**config.mk**
```make
export PLATFORM = sky130hd
export DESIGN_NAME = cpwm_pair
export DESIGN_NICKNAME = d
export VERILOG_FILES = /design/src/rtl/cpwm_pkg.sv /design/src/rtl/cpwm_regs.sv /design/src/rtl/cpwm_counter.sv /design/src/rtl/cpwm_ctrl.sv /design/src/rtl/cpwm_outgen.sv /design/src/rtl/cpwm_pair.sv
export SDC_FILE = /design/constraint.sdc
export NUM_CORES = 1
export LEC_CHECK = 0
export BUFFER_PORTS_ARGS = -buffer_cell sky130_fd_sc_hd__buf_2
export CORE_MARGIN = 2
export CORE_UTILIZATION = 45
export CTS_CLUSTER_SIZE = 20
export DETAILED_ROUTE_END_ITERATION = 10
export GPL_TIMING_DRIVEN = 0
export PLACE_DENSITY = 0.68
export SETUP_SLACK_MARGIN = 0.2
export SYNTH_ARGS = -nofsm -noshare
export SYNTH_HDL_FRONTEND = slang
export SYNTH_SLANG_ARGS = --single-unit
```
**constraint.sdc**
```tcl
create_clock -name clk_i -period 4.9 [get_ports clk_i]
set_input_delay 0.49 -clock clk_i [delete_from_list [all_inputs] [get_ports clk_i]]
set_output_delay 0.49 -clock clk_i [all_outputs]
set_load 0.01 [all_outputs]
```
**src/rtl/cpwm_pkg.sv**
```systemverilog
package cpwm_pkg;
  typedef enum logic [1:0] {
    ADDR_PEAK = 2'd0,
    ADDR_DEAD = 2'd1,
    ADDR_CMP  = 2'd2,
    ADDR_CTL  = 2'd3
  } reg_addr_e;

  localparam int unsigned CTL_LVL = 0;
  localparam int unsigned CTL_SUP = 1;
  localparam int unsigned MIN_PEAK = 2;
endpackage

```
**src/rtl/cpwm_regs.sv**
```systemverilog
module cpwm_regs
  import cpwm_pkg::*;
#(
  parameter int unsigned CNT_W = 16,
  parameter logic [CNT_W-1:0] RST_PEAK = 8,
  parameter logic [CNT_W-1:0] RST_DEAD = 2,
  parameter logic [CNT_W-1:0] RST_CMP  = 4
) (
  input  logic             clk_i,
  input  logic             rst_ni,
  input  logic             wr_en_i,
  input  logic [1:0]       wr_addr_i,
  input  logic [CNT_W-1:0] wr_data_i,
  input  logic             load_i,
  output logic [CNT_W-1:0] peak_o,
  output logic [CNT_W-1:0] dead_o,
  output logic [CNT_W-1:0] cmp_o,
  output logic             lvl_o,
  output logic             sup_o,
  output logic [CNT_W-1:0] dead_shd_o
);
  localparam logic [CNT_W-1:0] PEAK_MIN = CNT_W'(MIN_PEAK);

  logic [CNT_W-1:0] peak_s, dead_s, cmp_s;
  logic             lvl_s, sup_s;

  always_ff @(posedge clk_i or negedge rst_ni) begin
    if (!rst_ni) begin
      peak_s <= RST_PEAK;
      dead_s <= RST_DEAD;
      cmp_s  <= RST_CMP;
      lvl_s  <= 1'b0;
      sup_s  <= 1'b0;
    end else if (wr_en_i) begin
      unique case (reg_addr_e'(wr_addr_i))
        ADDR_PEAK: peak_s <= (wr_data_i < PEAK_MIN) ? PEAK_MIN : wr_data_i;
        ADDR_DEAD: dead_s <= wr_data_i;
        ADDR_CMP:  cmp_s  <= wr_data_i;
        ADDR_CTL: begin
          lvl_s <= wr_data_i[CTL_LVL];
          sup_s <= wr_data_i[CTL_SUP];
        end
      endcase
    end
  end

  // working copy only moves at a load point
  always_ff @(posedge clk_i or negedge rst_ni) begin
    if (!rst_ni) begin
      peak_o <= RST_PEAK;
      dead_o <= RST_DEAD;
      cmp_o  <= RST_CMP;
      lvl_o  <= 1'b0;
      sup_o  <= 1'b0;
    end else if (load_i) begin
      peak_o <= peak_s;
      dead_o <= dead_s;
      cmp_o  <= cmp_s;
      lvl_o  <= lvl_s;
      sup_o  <= sup_s;
    end
  end

  assign dead_shd_o = dead_s;
endmodule

```
**src/rtl/cpwm_counter.sv**
```systemverilog
module cpwm_counter #(
  parameter int unsigned CNT_W = 16,
  localparam int unsigned HI_W = CNT_W + 1
) (
  input  logic             clk_i,
  input  logic             rst_ni,
  input  logic             run_i,
  input  logic             restart_i,
  input  logic [CNT_W-1:0] peak_i,
  input  logic [CNT_W-1:0] dead_i,
  input  logic [CNT_W-1:0] dead_shd_i,
  output logic [CNT_W-1:0] lo_o,
  output logic [HI_W-1:0]  hi_o,
  output logic             up_o,
  output logic             crest_o,
  output logic             trough_ld_o,
  output logic             tb_o
);
  localparam logic [CNT_W-1:0] LO_ONE = CNT_W'(1);
  localparam logic [HI_W-1:0]  HI_ONE = HI_W'(1);

  logic [CNT_W-1:0] lo_q, lo_d, dead_d;
  logic [HI_W-1:0]  hi_q, hi_d;
  logic             up_q, up_d, tb_q;

  assign crest_o     = run_i && !restart_i && up_q && (lo_q >= peak_i);
  assign trough_ld_o = run_i && !restart_i && !up_q && (lo_q == LO_ONE);

  always_comb begin
    lo_d = lo_q;
    hi_d = hi_q;
    up_d = up_q;
    if (restart_i) begin
      lo_d = '0;
      hi_d = {1'b0, dead_shd_i};
      up_d = 1'b1;
    end else if (run_i) begin
      if (up_q) begin
        if (lo_q < peak_i) begin
          lo_d = lo_q + LO_ONE;
          hi_d = hi_q + HI_ONE;
        end else begin
          up_d = 1'b0;
          lo_d = lo_q - LO_ONE;
          hi_d = hi_q - HI_ONE;
        end
      end else if (lo_q == '0) begin
        up_d = 1'b1;
        lo_d = LO_ONE;
        hi_d = hi_q + HI_ONE;
      end else begin
        lo_d = lo_q - LO_ONE;
        hi_d = trough_ld_o ? {1'b0, dead_shd_i} : hi_q - HI_ONE;
      end
    end
    dead_d = (restart_i || trough_ld_o) ? dead_shd_i : dead_i;
  end

  always_ff @(posedge clk_i or negedge rst_ni) begin
    if (!rst_ni) begin
      lo_q <= '0;
      hi_q <= '0;
      up_q <= 1'b1;
      tb_q <= 1'b0;
    end else begin
      lo_q <= lo_d;
      hi_q <= hi_d;
      up_q <= up_d;
      tb_q <= lo_d < dead_d;
    end
  end

  assign lo_o = lo_q;
  assign hi_o = hi_q;
  assign up_o = up_q;
  assign tb_o = tb_q;
endmodule

```
**src/rtl/cpwm_ctrl.sv**
```systemverilog
module cpwm_ctrl (
  input  logic clk_i,
  input  logic rst_ni,
  input  logic start_i,
  input  logic clr_i,
  input  logic tb_i,
  input  logic crest_i,
  input  logic sup_i,
  output logic run_o,
  output logic init_o,
  output logic restart_o,
  output logic clr_acc_o,
  output logic supp_o
);
  logic run_q, init_q;

  assign clr_acc_o = clr_i && run_q && !start_i;
  assign supp_o    = clr_acc_o && sup_i && tb_i && !init_q;
  assign restart_o = start_i || clr_acc_o;

  always_ff @(posedge clk_i or negedge rst_ni) begin
    if (!rst_ni) begin
      run_q  <= 1'b0;
      init_q <= 1'b0;
    end else begin
      run_q <= run_q || start_i;
      if (start_i)                    init_q <= 1'b1;
      else if (clr_acc_o && !supp_o)  init_q <= 1'b1;
      else if (crest_i)               init_q <= 1'b0;
    end
  end

  assign run_o  = run_q;
  assign init_o = init_q;
endmodule

```
**src/rtl/cpwm_outgen.sv**
```systemverilog
module cpwm_outgen #(
  parameter int unsigned CNT_W = 16,
  localparam int unsigned HI_W = CNT_W + 1
) (
  input  logic             run_i,
  input  logic             init_i,
  input  logic [CNT_W-1:0] lo_i,
  input  logic [HI_W-1:0]  hi_i,
  input  logic [CNT_W-1:0] cmp_i,
  input  logic             lvl_i,
  output logic             pos_o,
  output logic             neg_o
);
  logic quiet, pos_act, neg_act;

  assign quiet   = !run_i || init_i;
  assign pos_act = !quiet && (lo_i > cmp_i);
  assign neg_act = !quiet && (hi_i < {1'b0, cmp_i});
  assign pos_o   = pos_act ? lvl_i : !lvl_i;
  assign neg_o   = neg_act ? lvl_i : !lvl_i;
endmodule

```
**src/rtl/cpwm_pair.sv**
```systemverilog
module cpwm_pair #(
  parameter int unsigned CNT_W = 16,
  parameter logic [CNT_W-1:0] RST_PEAK = 8,
  parameter logic [CNT_W-1:0] RST_DEAD = 2,
  parameter logic [CNT_W-1:0] RST_CMP  = 4
) (
  input  logic             clk_i,
  input  logic             rst_ni,
  input  logic             wr_en_i,
  input  logic [1:0]       wr_addr_i,
  input  logic [CNT_W-1:0] wr_data_i,
  input  logic             start_i,
  input  logic             sync_clr_i,
  output logic             pos_o,
  output logic             neg_o
);
  localparam int unsigned HI_W = CNT_W + 1;

  logic [CNT_W-1:0] peak_a, dead_a, cmp_a, dead_shd, lo;
  logic [HI_W-1:0]  hi;
  logic lvl_a, sup_a, up, crest, trough_ld, tb;
  logic run, init, restart, clr_acc, supp, load;

  assign load = restart || trough_ld;

  cpwm_regs #(
    .CNT_W(CNT_W), .RST_PEAK(RST_PEAK), .RST_DEAD(RST_DEAD), .RST_CMP(RST_CMP)
  ) u_regs (
    .clk_i, .rst_ni, .wr_en_i, .wr_addr_i, .wr_data_i,
    .load_i(load), .peak_o(peak_a), .dead_o(dead_a), .cmp_o(cmp_a),
    .lvl_o(lvl_a), .sup_o(sup_a), .dead_shd_o(dead_shd)
  );

  cpwm_ctrl u_ctrl (
    .clk_i, .rst_ni, .start_i, .clr_i(sync_clr_i), .tb_i(tb), .crest_i(crest),
    .sup_i(sup_a), .run_o(run), .init_o(init), .restart_o(restart),
    .clr_acc_o(clr_acc), .supp_o(supp)
  );

  cpwm_counter #(.CNT_W(CNT_W)) u_cnt (
    .clk_i, .rst_ni, .run_i(run), .restart_i(restart), .peak_i(peak_a),
    .dead_i(dead_a), .dead_shd_i(dead_shd), .lo_o(lo), .hi_o(hi), .up_o(up),
    .crest_o(crest), .trough_ld_o(trough_ld), .tb_o(tb)
  );

  cpwm_outgen #(.CNT_W(CNT_W)) u_out (
    .run_i(run), .init_i(init), .lo_i(lo), .hi_i(hi), .cmp_i(cmp_a),
    .lvl_i(lvl_a), .pos_o, .neg_o
  );
endmodule

```
=== Yosys cells after proc, flatten, opt, wreduce, memory -nomap -nowiden ===
Cells that the tools add are included.

* $add $sub $neg: 4
* Magnitude comparators: 6
* Eq/ne operators: 4
* Mux-type cells: 23
* Reduce and logical (&&, ||, !) cells: 33

{| class="wikitable"
|+ Operators by type and width
! kind !! number
|-
| $mux 16 || 7
|-
| $mux 17 || 6
|-
| $lt 16x16->1 || 2
|-
| $add 17x1->17 const B || 1
|-
| $lt 17x16->1 || 1
|-
| $sub 17x1->17 const B || 1
|-
| $add 16x1->16 const B || 1
|-
| $eq 16x1->1 const B || 1
|-
| $ge 16x16->1 || 1
|-
| $gt 16x16->1 || 1
|-
| $logic_not 16->1 || 1
|-
| $lt 16x2->1 const B || 1
|-
| $sub 16x1->16 const B || 1
|-
| $logic_and 1x1->1 || 13
|-
| $mux 1 || 10
|-
| $logic_not 1->1 || 8
|-
| $reduce_and 2->1 || 4
|-
| $eq 2x2->1 const B || 2
|-
| $logic_or 1x1->1 || 4
|-
| $reduce_bool 3->1 || 1
|-
| $eq 2x1->1 const B || 1
|-
| $logic_not 2->1 || 1
|-
| $reduce_bool 2->1 || 1
|}

* Register bits after elaboration: 137
* Input port bits: 23
* Output and inout bits: 2
* Logic and storage cells: 86

=== Longest topological paths before layout ===
Gate-level depths: netlist of run 1.

* Depth in word-level cells: 12
* Depth in mapped cells: 20
* Depth with buffers taken out: 19

=== Cells and area by module ===
Synthesis of run 1 repeated with hierarchy kept, for this count alone.

* Cells, all modules: 871
* Area, all modules: 9,022.4 um^2

{| class="wikitable"
|+ Modules (own cells, without submodules)
! module !! times used !! cells an instance !! area an instance (um^2) !! sequential area each (um^2)
|-
| cpwm_counter || 1 || 542 || 4,345.4 || 877.1
|-
| cpwm_regs || 1 || 224 || 3,787.4 || 2,509.9
|-
| cpwm_outgen || 1 || 93 || 775.7 || 0.0
|-
| cpwm_ctrl || 1 || 11 || 107.6 || 50.0
|-
| cpwm_pair || 1 || 1 || 6.3 || 0.0
|}

=== Worst setup path after synthesis of run 1 ===
No wires, ideal clock.

* Path kind: register to register
* From: register u_cnt.lo_q[13] (netlist: u_cnt.lo_o[13])
* To: register u_cnt.tb_q (netlist: u_cnt.tb_o)
* Library setup time: 0.111 ns
* Data arrival time: 3.629 ns
* Data required time: 4.789 ns
* Slack: 1.160 ns
* Stages on the path, launching flop included: 19
* Path buffers: 2
* Period minus slack after synthesis: 3.740 ns
* Cell sequence: dfrtp_1 -> ha_1 -> nand4_1 -> or4_1 -> a21oi_2 -> o31a_1 -> buf_2 -> buf_2 -> o21ai_0 -> a21oi_1 -> ha_1 -> a21o_1 -> a21oi_1 -> nor2b_1 -> o21ai_0 -> nand2b_1 -> a21oi_1 -> o21ai_0 -> a2111oi_2

* Word-level cells in the longest chain between the ends: 6
* Elaborated cells between the ends (all ways): 14
* Classes of those cells: add/sub (2); order compare (2); eq/ne (1); mux (6); reduce/logical (3)

{| class="wikitable"
|+ RTL lines
! item !! RTL line !! text
|-
| from (decl) || cpwm_counter.sv:22 || <nowiki>logic [CNT_W-1:0] lo_q, lo_d, dead_d;</nowiki>
|-
| from (signal assigned) || cpwm_counter.sv:66 || <nowiki>lo_q <= lo_d;</nowiki>
|-
| $lt 16x16->1 or $logic_not 16->1 (tied branches) || cpwm_counter.sv:39, cpwm_counter.sv:47 ||
|-
| $mux 16, on equally long branches || cpwm_counter.sv:39, cpwm_counter.sv:47 ||
|-
| $mux 16 * || cpwm_counter.sv:38 || <nowiki>if (up_q) begin</nowiki>
|-
| $mux 16 * || cpwm_counter.sv:37 || <nowiki>end else if (run_i) begin</nowiki>
|-
| $mux 16 * || cpwm_counter.sv:33 || <nowiki>if (restart_i) begin</nowiki>
|-
| net u_cnt.lo_d[9] || cpwm_counter.sv:22 ||
|-
| $lt 16x16->1 * || cpwm_counter.sv:69 || <nowiki>tb_q <= lo_d < dead_d;</nowiki>
|-
| to (signal assigned) || cpwm_counter.sv:69 ||
|-
| to (decl) || cpwm_counter.sv:24 || <nowiki>logic up_q, up_d, tb_q;</nowiki>
|}

The timed path passes the listed nets; every way through them passes the cells marked *.
A chain may end at the register's enable or synchronous reset.

=== Worst setup path after layout of run 1 ===
Same ends and word-level chain as after synthesis.

==> impl_metrics.toml, run 1 <==
[detailed_routing]
route.antenna.remaining_nets = 0
vias_per_cell = 6.027
wire_per_inst_um = 20.90
total_via_count_in_the_routed_design = 6835
drt-total-wl_mm = 23.70
drt_first_iter_violations = 845
drcViolationCount = 0
drtPass1Iterations = 5

[global_route]
grt_antenna_before_repair = 0
via_count_of_the_first_global_routing_pass = 6602
grt_start_max_net_pins = 96
globalRouteTotalUtil_pct = 25.17
grt_overflow = 0
grt_pass1_wl_mm = 37.50

[sta]
hold_violations = 0
clock-skew-final_ns = 0.007977
timing.setup.tns_ns = 0
setup_viol = 0
finalHoldWorstSlack_ns = 0.3684
layout_worst_path_cycle_share_pct = 92.34
grt_setup_unrepaired = "false"
slew_headroom_pct = 15.85
layout_min_cycle_time_ns = 4.524
final-max-slew-violation-count = 0
max_clock_freq_ghz = 0.2210
worst_pin_slew_ns = 1.252

[finish]
area_delta_synth_final_pct = 13.92
final.fill_count = 1619
sequential_cell_area_um2 = 3445
layoutNonFillerInstCount = 1134
multiInputGateArea_um2 = 4347
antenna_cells_inserted = 0
final_net_count = 983
drive_gt1_share_pct = 16.91

[logic_synthesis]
ys_seq_area_share_pct = 42.25
synth-warning-count = 0
synth_area_um2 = 8135
yosys_register_bits = 137
synth_cell_type_count = 64
synth_top_family_by_area = "compound AO/OA/AOI/OAI gates"
synth_nets = 935
syn-mean-instance-area_um2 = 9.639
post_synth_edffs = 0
post_synth_mux_area_share_pct = 10.03
flip_flop_cell_with_the_highest_count_after_synthesis = "sky130_fd_sc_hd__dfrtp_1"
synth_fa_ha_area_share_pct = 10.46
yosys.area_share.xor_xnor_pct = 0.7536
post_synthesis_simple_gate_area_fraction_pct = 14.04
synth_compound_gate_area_share_pct = 17.49
synth_cells = 844
ys_async_sr_fraction_pct = 100.0

[floorplanning]
die_h_um = 138.5
io_pins = 25
floorplan.die_area_um2 = 19170
row_count = 49
die_width_um = 138.5
effective_utilization_at_floorplan_pct = 45.60
core_area_um2 = 17840

[hold_path]
min_delay_worst_endpoint = "u_regs.cmp_s[3]$_DFFE_PN0P_"
hold_sp = "wr_data_i[3]"
hold_path_cell_cnt = 2
hp-class = "in2reg"

[clock_tree]
clk_path_buf_depth = 2
cts.sinks = 137
clock_latency_ns = 0.41
clock_tree.htree_level_count = 4
cts-buffers-inserted = 17
tritoncts_clock_tree = "built"
clk_root_buffer_cell = "sky130_fd_sc_hd__clkbuf_16"
worst_setup_hold_path_clk_slew_ns = 0.06

[place]
placedCellCount = 1098
routability_cong = 1.001
dp_hpwl_mm = 17.19
port_buffers = 24

[critical_path]
highest_fanout_seen_on_the_critical_path = 10
cp_data_arrival_time_ns = 4.81
critPathKind = "reg2reg"
worst_setup_path_start_kind = "flip-flop"
crit_buf_inv = 2
critical_path.max_stage_delay_ns = 0.61
timing.critical_path.max_delay_family = "compound AO/OA/AOI/OAI gates"
crit-reg2reg-capture = "u_cnt.tb_o$_DFF_PN0_"
r2r_slack_ns = 0.38
regToRegStartpoint = "u_cnt.lo_o[13]$_DFF_PN0_"
crit_path_cells = "ha_1 -> nand4_1 -> or4_4 -> a21oi_4 -> o31a_1 -> clkbuf_4 -> buf_6 -> o21ai_0 -> a21oi_1 -> ha_1 -> a21o_1 -> a21oi_1 -> nor2b_1 -> o21ai_0 -> nand2b_1 -> a21oi_1 -> o21ai_0 -> a2111oi_4"
worst_r2r_path_depth = 18
crit_required_ns = 5.19
cell_with_the_largest_stage_delay_on_the_worst_path = "sky130_fd_sc_hd__or4_4"
end_kind = "flip-flop"

[run_status]
run_status = "finished, final reports clean"

[power]
max-vdd-ir-drop_v = 0.0002481
leakage_nw = 4.277
p_per_area_nw_per_um2 = 371.6

[run]
drv_cap = 0
synth_stat cells, types with 12 or more instances:
cell | number | share of area (%)
sky130_fd_sc_hd__nand2_1 | 73 | 3.4
sky130_fd_sc_hd__mux2_2 | 52 | 7.2
sky130_fd_sc_hd__a21oi_1 | 50 | 3.1
sky130_fd_sc_hd__a21o_1 | 12 | 1.1
sky130_fd_sc_hd__ha_1 | 68 | 10
sky130_fd_sc_hd__nand4_1 | 14 | 1.1
sky130_fd_sc_hd__nor2_1 | 49 | 2.3
sky130_fd_sc_hd__mux2i_1 | 23 | 2.8
sky130_fd_sc_hd__dfrtp_1 | 130 | 40
sky130_fd_sc_hd__inv_1 | 58 | 2.7
sky130_fd_sc_hd__nand3_1 | 21 | 1.3
sky130_fd_sc_hd__clkbuf_1 | 28 | 1.3
sky130_fd_sc_hd__nor3_1 | 16 | 0.98
sky130_fd_sc_hd__o21ai_0 | 80 | 4.9
sequential cells by signal (all words and copies together) (netlist names), 16 cells and up:
signal             count
u_regs.peak_s         16
u_regs.cmp_o          16
u_regs.dead_shd_o     16
u_regs.cmp_s          16
u_regs.dead_o         16
u_regs.peak_o         16
u_cnt.lo_o            16
u_cnt.hi_o            17
per-layer routing:
layer | track usage, % | wire length (µm)
met3 | 4.330 | 1385
met4 | 9.398 | 776
met1 | 34.85 | 10600
met2 | 39.89 | 10950
met5 | 0 | 0
worst max path at each step:
stage                                end  cells after the start                     start
floorplan           u_cnt.tb_o$_DFF_PN0_                     18  u_cnt.lo_o[13]$_DFF_PN0_
global placement    u_cnt.tb_o$_DFF_PN0_                     18  u_cnt.lo_o[13]$_DFF_PN0_
detailed placement  u_cnt.tb_o$_DFF_PN0_                     18   u_cnt.lo_o[9]$_DFF_PN0_
CTS                 u_cnt.tb_o$_DFF_PN0_                     18  u_cnt.lo_o[13]$_DFF_PN0_
global route        u_cnt.tb_o$_DFF_PN0_                     18  u_cnt.lo_o[15]$_DFF_PN0_
finish              u_cnt.tb_o$_DFF_PN0_                     18  u_cnt.lo_o[13]$_DFF_PN0_
final cells by class:
| type | count | share of cell area, % |
|---|---|---|
| Multi-Input combinational cell | 606 | 46.90 |
| Inverter | 58 | 2.349 |
| Tap cell | 229 | 3.092 |
| Clock buffer | 19 | 4.779 |
| Buffer | 43 | 2.147 |
| Timing Repair Buffer | 29 | 2.012 |
| Clock inverter | 13 | 1.553 |
| Sequential cell | 137 | 37.17 |
logic make-up (layout without fill, tap and decap cells):
kind of cell | after synthesis | count (layout)
and+or+nand+nor | 231 | 231
AOI/OAI and AO/OA | 225 | 225
DFF | 137 | 137
buffers and inverters | 101 | 162
muxes | 75 | 75
adders and majority gates | 68 | 68
xor gates and xnor gates | 7 | 7
layout by cell type, fill, tap and decap left out, types with 11 or more instances in the layout:
cell,instances
sky130_fd_sc_hd__mux2i_1,23
sky130_fd_sc_hd__mux2_2,52
sky130_fd_sc_hd__dfrtp_1,124
sky130_fd_sc_hd__or3_1,11
sky130_fd_sc_hd__o21ai_0,79
sky130_fd_sc_hd__nand2_1,73
sky130_fd_sc_hd__nand3_1,21
sky130_fd_sc_hd__nor4_1,11
sky130_fd_sc_hd__nor2_1,49
sky130_fd_sc_hd__clkbuf_1,28
sky130_fd_sc_hd__a22oi_1,11
sky130_fd_sc_hd__buf_2,31
sky130_fd_sc_hd__inv_1,58
sky130_fd_sc_hd__nor3_1,15
sky130_fd_sc_hd__a21o_1,12
sky130_fd_sc_hd__nand4_1,14
sky130_fd_sc_hd__clkbuf_16,17
sky130_fd_sc_hd__ha_1,68
sky130_fd_sc_hd__a21oi_1,50
repair_timing:
action | CTS | global route
endpoints found under the hold margin | 15 | 0
pin swaps | 1 | 2
hold buffers | 1 | 0
setup endpoints to repair | 1 | 1
cloned | 0 | 0
resized for setup | 3 | 19
buffers inserted | 0 | 3
metrics by stage:
step                total power, mW  setup WS, ns  area [µm²]  utilization [%]
finish                        3.444        0.3756        9268            51.95
floorplan                     1.915         1.160        8135                -
CTS                           3.449        0.2157        9188            51.50
detailed placement            2.170        0.1587        8576            48.07
global route                  3.616        0.1998        9268            51.95
global placement              2.138        0.1756        8542            47.88
power breakdown:
part / total [mW] / internal (mW) / leakage (nW) / switching (mW)
combinational: 0.686 / 0.292 / 2.35 / 0.394
sequential: 1.49 / 1.33 / 1.63 / 0.157
clock: 1.27 / 0.768 / 0.293 / 0.503
Note: power is estimated with default switching activity, not from simulation.
==> inputs of run 2 (changes only) <==
CORE_UTILIZATION = 30   (was 45)
PLACE_DENSITY = 0.51   (was 0.68)
RECOVER_POWER = 100   (was default)
==> impl_metrics.toml, run 2 (same netlist as run 1, synthesis figures left out) <==
[floorplanning]
floorplan.die_area_um2 = 28450
io_pins = 25
effective_utilization_at_floorplan_pct = 30.35
row_count = 60
die_h_um = 168.7
core_area_um2 = 26800
die_width_um = 168.7

[finish]
final_net_count = 981
area_delta_synth_final_pct = 15.29
most-common-layout-cells = "sky130_fd_sc_hd__dfrtp_1 (123), sky130_fd_sc_hd__o21ai_0 (80), sky130_fd_sc_hd__nand2_1 (73)"
layout_commonest_cell = "sky130_fd_sc_hd__dfrtp_1"
largest_register_ff_count = 17
drive_gt1_share_pct = 16.50
antenna_cells_inserted = 0
post-route-util_pct = 35.00

[critical_path]
worst_setup_path_start_kind = "flip-flop"
r2r_slack_ns = 0.39
crit-reg2reg-capture = "u_cnt.tb_o$_DFF_PN0_"
crit_required_ns = 5.18
regToRegStartpoint = "u_cnt.lo_o[11]$_DFF_PN0_"
highest_fanout_seen_on_the_critical_path = 10
worst_setup_path_endpoint = "u_cnt.tb_o$_DFF_PN0_"
worst_r2r_path_depth = 18
end_kind = "flip-flop"
critPathKind = "reg2reg"
cp_data_arrival_time_ns = 4.80
crit_path_start = "u_cnt.lo_o[11]$_DFF_PN0_"

[detailed_routing]
vias_per_cell = 5.359
drcViolationCount = 0
drtPass1Iterations = 6
drt-total-wl_mm = 25.18
wire_per_inst_um = 20.24
total_via_count_in_the_routed_design = 6666
drt_first_iter_violations = 586
route.antenna.remaining_nets = 0

[clock_tree]
worst_setup_hold_path_clk_slew_ns = 0.07
clk_root_buffer_cell = "sky130_fd_sc_hd__clkbuf_16"
cts-buffers-inserted = 17
clk_path_buf_depth = 2
clock_latency_ns = 0.43
tritoncts_clock_tree = "built"
cts.sinks = 137
post_cts_hold_buffer_count = 0
clock_tree.htree_level_count = 4

[global_route]
via_count_of_the_first_global_routing_pass = 6483
globalRouteMet1Util_pct = 24.97
grt_pass1_wl_mm = 39.06
grtUsageMet3_pct = 3.390
global_route.usage.met2_pct = 29.33
grt_overflow = 0
grt_start_max_net_pins = 80
globalRouteTotalUtil_pct = 18.27
grt_antenna_before_repair = 0
grt-busiest-layer = "met2"

[sta]
final-max-slew-violation-count = 59
hold_violations = 0
grt_setup_unrepaired = "false"
worst_pin_slew_ns = 3.399
max_clock_freq_ghz = 0.2216
slew_headroom_pct = -126.6
layout_worst_path_cycle_share_pct = 92.11
clock-skew-final_ns = 0.01047
timing.setup.tns_ns = 0
setup_viol = 0
layout_min_cycle_time_ns = 4.513

[place]
dp_hpwl_mm = 18.83
port_buffers = 24
routability_cong = 0.8760

[run_status]
violations = "capacitance limit, slew limit"
run_status = "complete, but fails checks"

[power]
max-vdd-ir-drop_v = 0.0002398
p_per_area_nw_per_um2 = 370.6
leakage_nw = 4.238

[hold_path]
hp-class = "in2reg"

[run]
drv_cap = 1
==> run 2: what timing repair did <==
| action | CTS | global route |
|---|---|---|
| buffers inserted | 0 | 2 |
| gates resized for setup | 3 | 19 |
| pin swaps | 1 | 3 |
| setup endpoints to repair | 1 | 1 |
==> run 2: stage by stage <==
step / hold WS (ns) / cell area, µm² / setup slack, ns / power [mW] / instances
5_1_grt: 0.3650 / 9379 / 0.1155 / 3.669 / 1244
3_5_place_dp: 0.4604 / 8716 / 0.03312 / 2.180 / 1210
4_1_cts: 0.05085 / 9334 / 0.2421 / 3.496 / 1242
3_3_place_gp: 0.4562 / 8682 / 0.01284 / 2.162 / 1209
6_report: 0.3661 / 9379 / 0.3867 / 3.476 / 1244
2_1_floorplan: 0.1944 / 8135 / 1.160 / 1.915 / 844
==> run 2: how the worst min path moves through the flow <==
stage / from / to / slack (ns) / cells after the start
2_1_floorplan: rst_ni / u_cnt.hi_o[0]$_DFFE_PN0P_ / 0.19 / 0
3_3_place_gp: u_regs.peak_s[2]$_DFFE_PN0P_ / u_regs.peak_o[2]$_DFFE_PN0P_ / 0.46 / 2
3_5_place_dp: u_regs.peak_s[11]$_DFFE_PN0P_ / u_regs.peak_o[11]$_DFFE_PN0P_ / 0.46 / 2
4_1_cts: rst_ni / u_regs.peak_s[4]$_DFFE_PN0P_ / 0.05 / 1
5_1_grt: wr_data_i[4] / u_regs.dead_shd_o[4]$_DFFE_PN0P_ / 0.37 / 2
6_report: wr_data_i[4] / u_regs.peak_s[4]$_DFFE_PN0P_ / 0.37 / 2
==> run 2: critical path, stage by stage, from the launching register on <==
cell and delay, ns:
sky130_fd_sc_hd__dfrtp_2 0.50, sky130_fd_sc_hd__ha_1 0.36, sky130_fd_sc_hd__nand4_1 0.13, sky130_fd_sc_hd__or4_1 0.57, sky130_fd_sc_hd__a21oi_4 0.29, sky130_fd_sc_hd__o31a_1 0.19, sky130_fd_sc_hd__clkbuf_4 0.21, sky130_fd_sc_hd__buf_6 0.18
sky130_fd_sc_hd__o21ai_0 0.14, sky130_fd_sc_hd__a21oi_2 0.19, sky130_fd_sc_hd__ha_1 0.27, sky130_fd_sc_hd__a21o_1 0.18, sky130_fd_sc_hd__a21oi_1 0.14, sky130_fd_sc_hd__nor2b_1 0.05, sky130_fd_sc_hd__o21ai_0 0.15, sky130_fd_sc_hd__nand2b_1 0.07
sky130_fd_sc_hd__a21oi_1 0.13, sky130_fd_sc_hd__o21ai_0 0.16, sky130_fd_sc_hd__a2111oi_2 0.43
==> run 2: where the power goes <==
part	total, mW	switching, mW	internal (mW)
registers	1.49	0.158	1.33
logic	0.677	0.389	0.288
clock network	1.31	0.583	0.730
total	3.48	1.13	2.35
==> run 2: layer usage <==
layer  vias to the layer above  share of wire (%)
met3                        46                5.0
li1                       3182                  -
met2                       195                 45
met1                      3243                 47
met5                         -                  0
met4                         0                2.9
==> run 2: cell type report <==
class / instances / area [µm²]
timing repair buffer: 27 / 157.7
multi-input combinational: 606 / 4332
sequential: 137 / 3446
tap: 341 / 426.7
clock buffer: 17 / 425.4
fill: 2726 / 17420
inverter: 58 / 217.7
clock inverter: 15 / 177.7
buffer: 43 / 196.4
==> inputs of run 3 (changes only) <==
GPL_TIMING_DRIVEN = default   (was 0)
RECOVER_POWER = default   (was 100)
==> impl_metrics.toml, run 3 (same netlist as run 1, synthesis figures left out) <==
[global_route]
via_count_of_the_first_global_routing_pass = 6373
grt_overflow = 0
grt_antenna_before_repair = 0
grt_start_max_net_pins = 55
grt_pass1_wl_mm = 37.61
globalRouteTotalUtil_pct = 17.30

[clock_tree]
tritoncts_clock_tree = "built"
clk_root_buffer_cell = "sky130_fd_sc_hd__clkbuf_16"
clock_tree.htree_level_count = 4
clk_path_buf_depth = 2
post_cts_buffers = 0
clock_latency_ns = 0.43
cts-buffers-inserted = 17
cts.sinks = 137
worst_setup_hold_path_clk_slew_ns = 0.07

[place]
placedCellCount = 1184
dp_hpwl_mm = 17.39
routability_cong = 0.8533
place_area_um2 = 8651
port_buffers = 24

[critical_path]
crit-reg2reg-capture = "u_cnt.tb_o$_DFF_PN0_"
cell_with_the_largest_stage_delay_on_the_worst_path = "sky130_fd_sc_hd__or4_1"
worst_setup_path_start_kind = "flip-flop"
crit_path_cells = "ha_1 -> nand4_1 -> or4_1 -> a21oi_4 -> nor3_2 -> nor3_2 -> a31oi_1 -> or3_1 -> a21oi_1 -> ha_1 -> nor2b_1 -> o21ai_0 -> nand2b_1 -> a21oi_1 -> o21ai_0 -> a2111oi_2"
worst_setup_path_endpoint = "u_cnt.tb_o$_DFF_PN0_"
worst_r2r_path_depth = 16
crit_path_start = "u_cnt.lo_o[13]$_DFF_PN0_"
regToRegStartpoint = "u_cnt.lo_o[13]$_DFF_PN0_"
r2r_slack_ns = 0.50
critical_path.max_stage_delay_ns = 0.64
end_kind = "flip-flop"
highest_fanout_seen_on_the_critical_path = 12
crit_required_ns = 5.21
cp_data_arrival_time_ns = 4.71
critPathKind = "reg2reg"

[power]
max-vdd-ir-drop_v = 0.0001950
leakage_nw = 4.224
p_per_area_nw_per_um2 = 374.9
report.power.total_mw = 3.478

[finish]
most-common-layout-cells = "sky130_fd_sc_hd__dfrtp_1 (130), sky130_fd_sc_hd__o21ai_0 (80), sky130_fd_sc_hd__nand2_1 (73)"
multiInputGateArea_um2 = 4330
final.fill_count = 2682
layout_commonest_cell = "sky130_fd_sc_hd__dfrtp_1"
largest_register_ff_count = 17
area_delta_synth_final_pct = 14.01
drive_gt1_share_pct = 16.78
sequential_cell_area_um2 = 3437
antenna_cells_inserted = 0
final_net_count = 954
layoutNonFillerInstCount = 1217
layout.cell_area.non_filler_um2 = 9275

[detailed_routing]
wire_per_inst_um = 19.43
route.antenna.remaining_nets = 0
drcViolationCount = 0
total_via_count_in_the_routed_design = 6485
drt-total-wl_mm = 23.65
vias_per_cell = 5.329
drtPass1Iterations = 5
drt_first_iter_violations = 412

[floorplanning]
die_h_um = 168.7
row_count = 60
floorplan.die_area_um2 = 28450
io_pins = 25
die_width_um = 168.7
core_area_um2 = 26800
effective_utilization_at_floorplan_pct = 30.35

[run_status]
run_status = "finished, final reports clean"

[sta]
final-max-slew-violation-count = 0
layout_min_cycle_time_ns = 4.396
max_clock_freq_ghz = 0.2275
worst_pin_slew_ns = 1.069
clock-skew-final_ns = 0.01542
hold_violations = 0
setup_viol = 0
slew_headroom_pct = 28.52
layout_worst_path_cycle_share_pct = 89.71
timing.setup.tns_ns = 0
grt_setup_unrepaired = "false"

[hold_path]
hold_sp = "wr_data_i[5]"
hp-class = "in2reg"

[run]
drv_cap = 0
[run 3: cell type report]
class | count | area share [%]
Clock buffer | 19 | 4.667
Tap cell | 341 | 4.600
Sequential cell | 137 | 37.06
Inverter | 58 | 2.347
Timing Repair Buffer | 43 | 2.927
Multi-Input combinational cell | 606 | 46.69
Clock inverter | 13 | 1.713
[run 3: how the worst min path moves through the flow]
stage,endpoint,slack [ns],depth (start not counted)
floorplan,u_cnt.hi_o[0]$_DFFE_PN0P_,0.19,0
global placement,u_regs.peak_s[5]$_DFFE_PN0P_,0.41,1
detailed placement,u_regs.cmp_s[5]$_DFFE_PN0P_,0.41,1
CTS,u_regs.cmp_s[9]$_DFFE_PN0P_,0.34,2
global route,u_regs.cmp_s[5]$_DFFE_PN0P_,0.36,2
finish,u_regs.cmp_s[5]$_DFFE_PN0P_,0.35,2
[run 3: timing repair]
action | CTS | global route
endpoints found under the setup margin | 0 | 1
resized for setup | 0 | 4
hold endpoints to repair | 35 | 0
hold buffers | 1 | 0
[run 3: routing by layer]
| layer | global-route usage (%) | vias up | part of all wire (%) |
|---|---|---|---|
| li1 | - | 3112 | - |
| met1 | 24.93 | 3214 | 49 |
| met2 | 26.91 | 139 | 45 |
| met3 | 2.782 | 20 | 3.8 |
| met4 | 4.760 | 0 | 1.7 |
| met5 | 0 | - | 0 |
[run 3: power breakdown]
group          leakage, nW  total [mW]  internal, mW  switching (mW)
sequential            1.65        1.50          1.33           0.168
combinational         2.30       0.652         0.284           0.368
clock                0.283        1.33         0.767           0.563
[run 3: critical path: cells and delay by family (launching register included)]
| family | cells | cell delay (ns) |
|---|---|---|
| flip-flops | 1 | 0.49 |
| adder cells (fa/ha/maj) | 2 | 0.66 |
| AO/OA/AOI/OAI | 7 | 1.36 |
| AND/OR/NAND/NOR | 7 | 1.77 |
[run 3: per-stage QoR]
stage / setup WS, ns / hold slack [ns] / utilization, %
CTS: 0.3931 / 0.3398 / 34.52
floorplan: 1.160 / 0.1944 / -
global route: 0.2547 / 0.3564 / 34.61
finish: 0.5041 / 0.3494 / 34.61
detailed placement: 0.4268 / 0.4068 / 32.28
global placement: 0.5084 / 0.4086 / 32.28
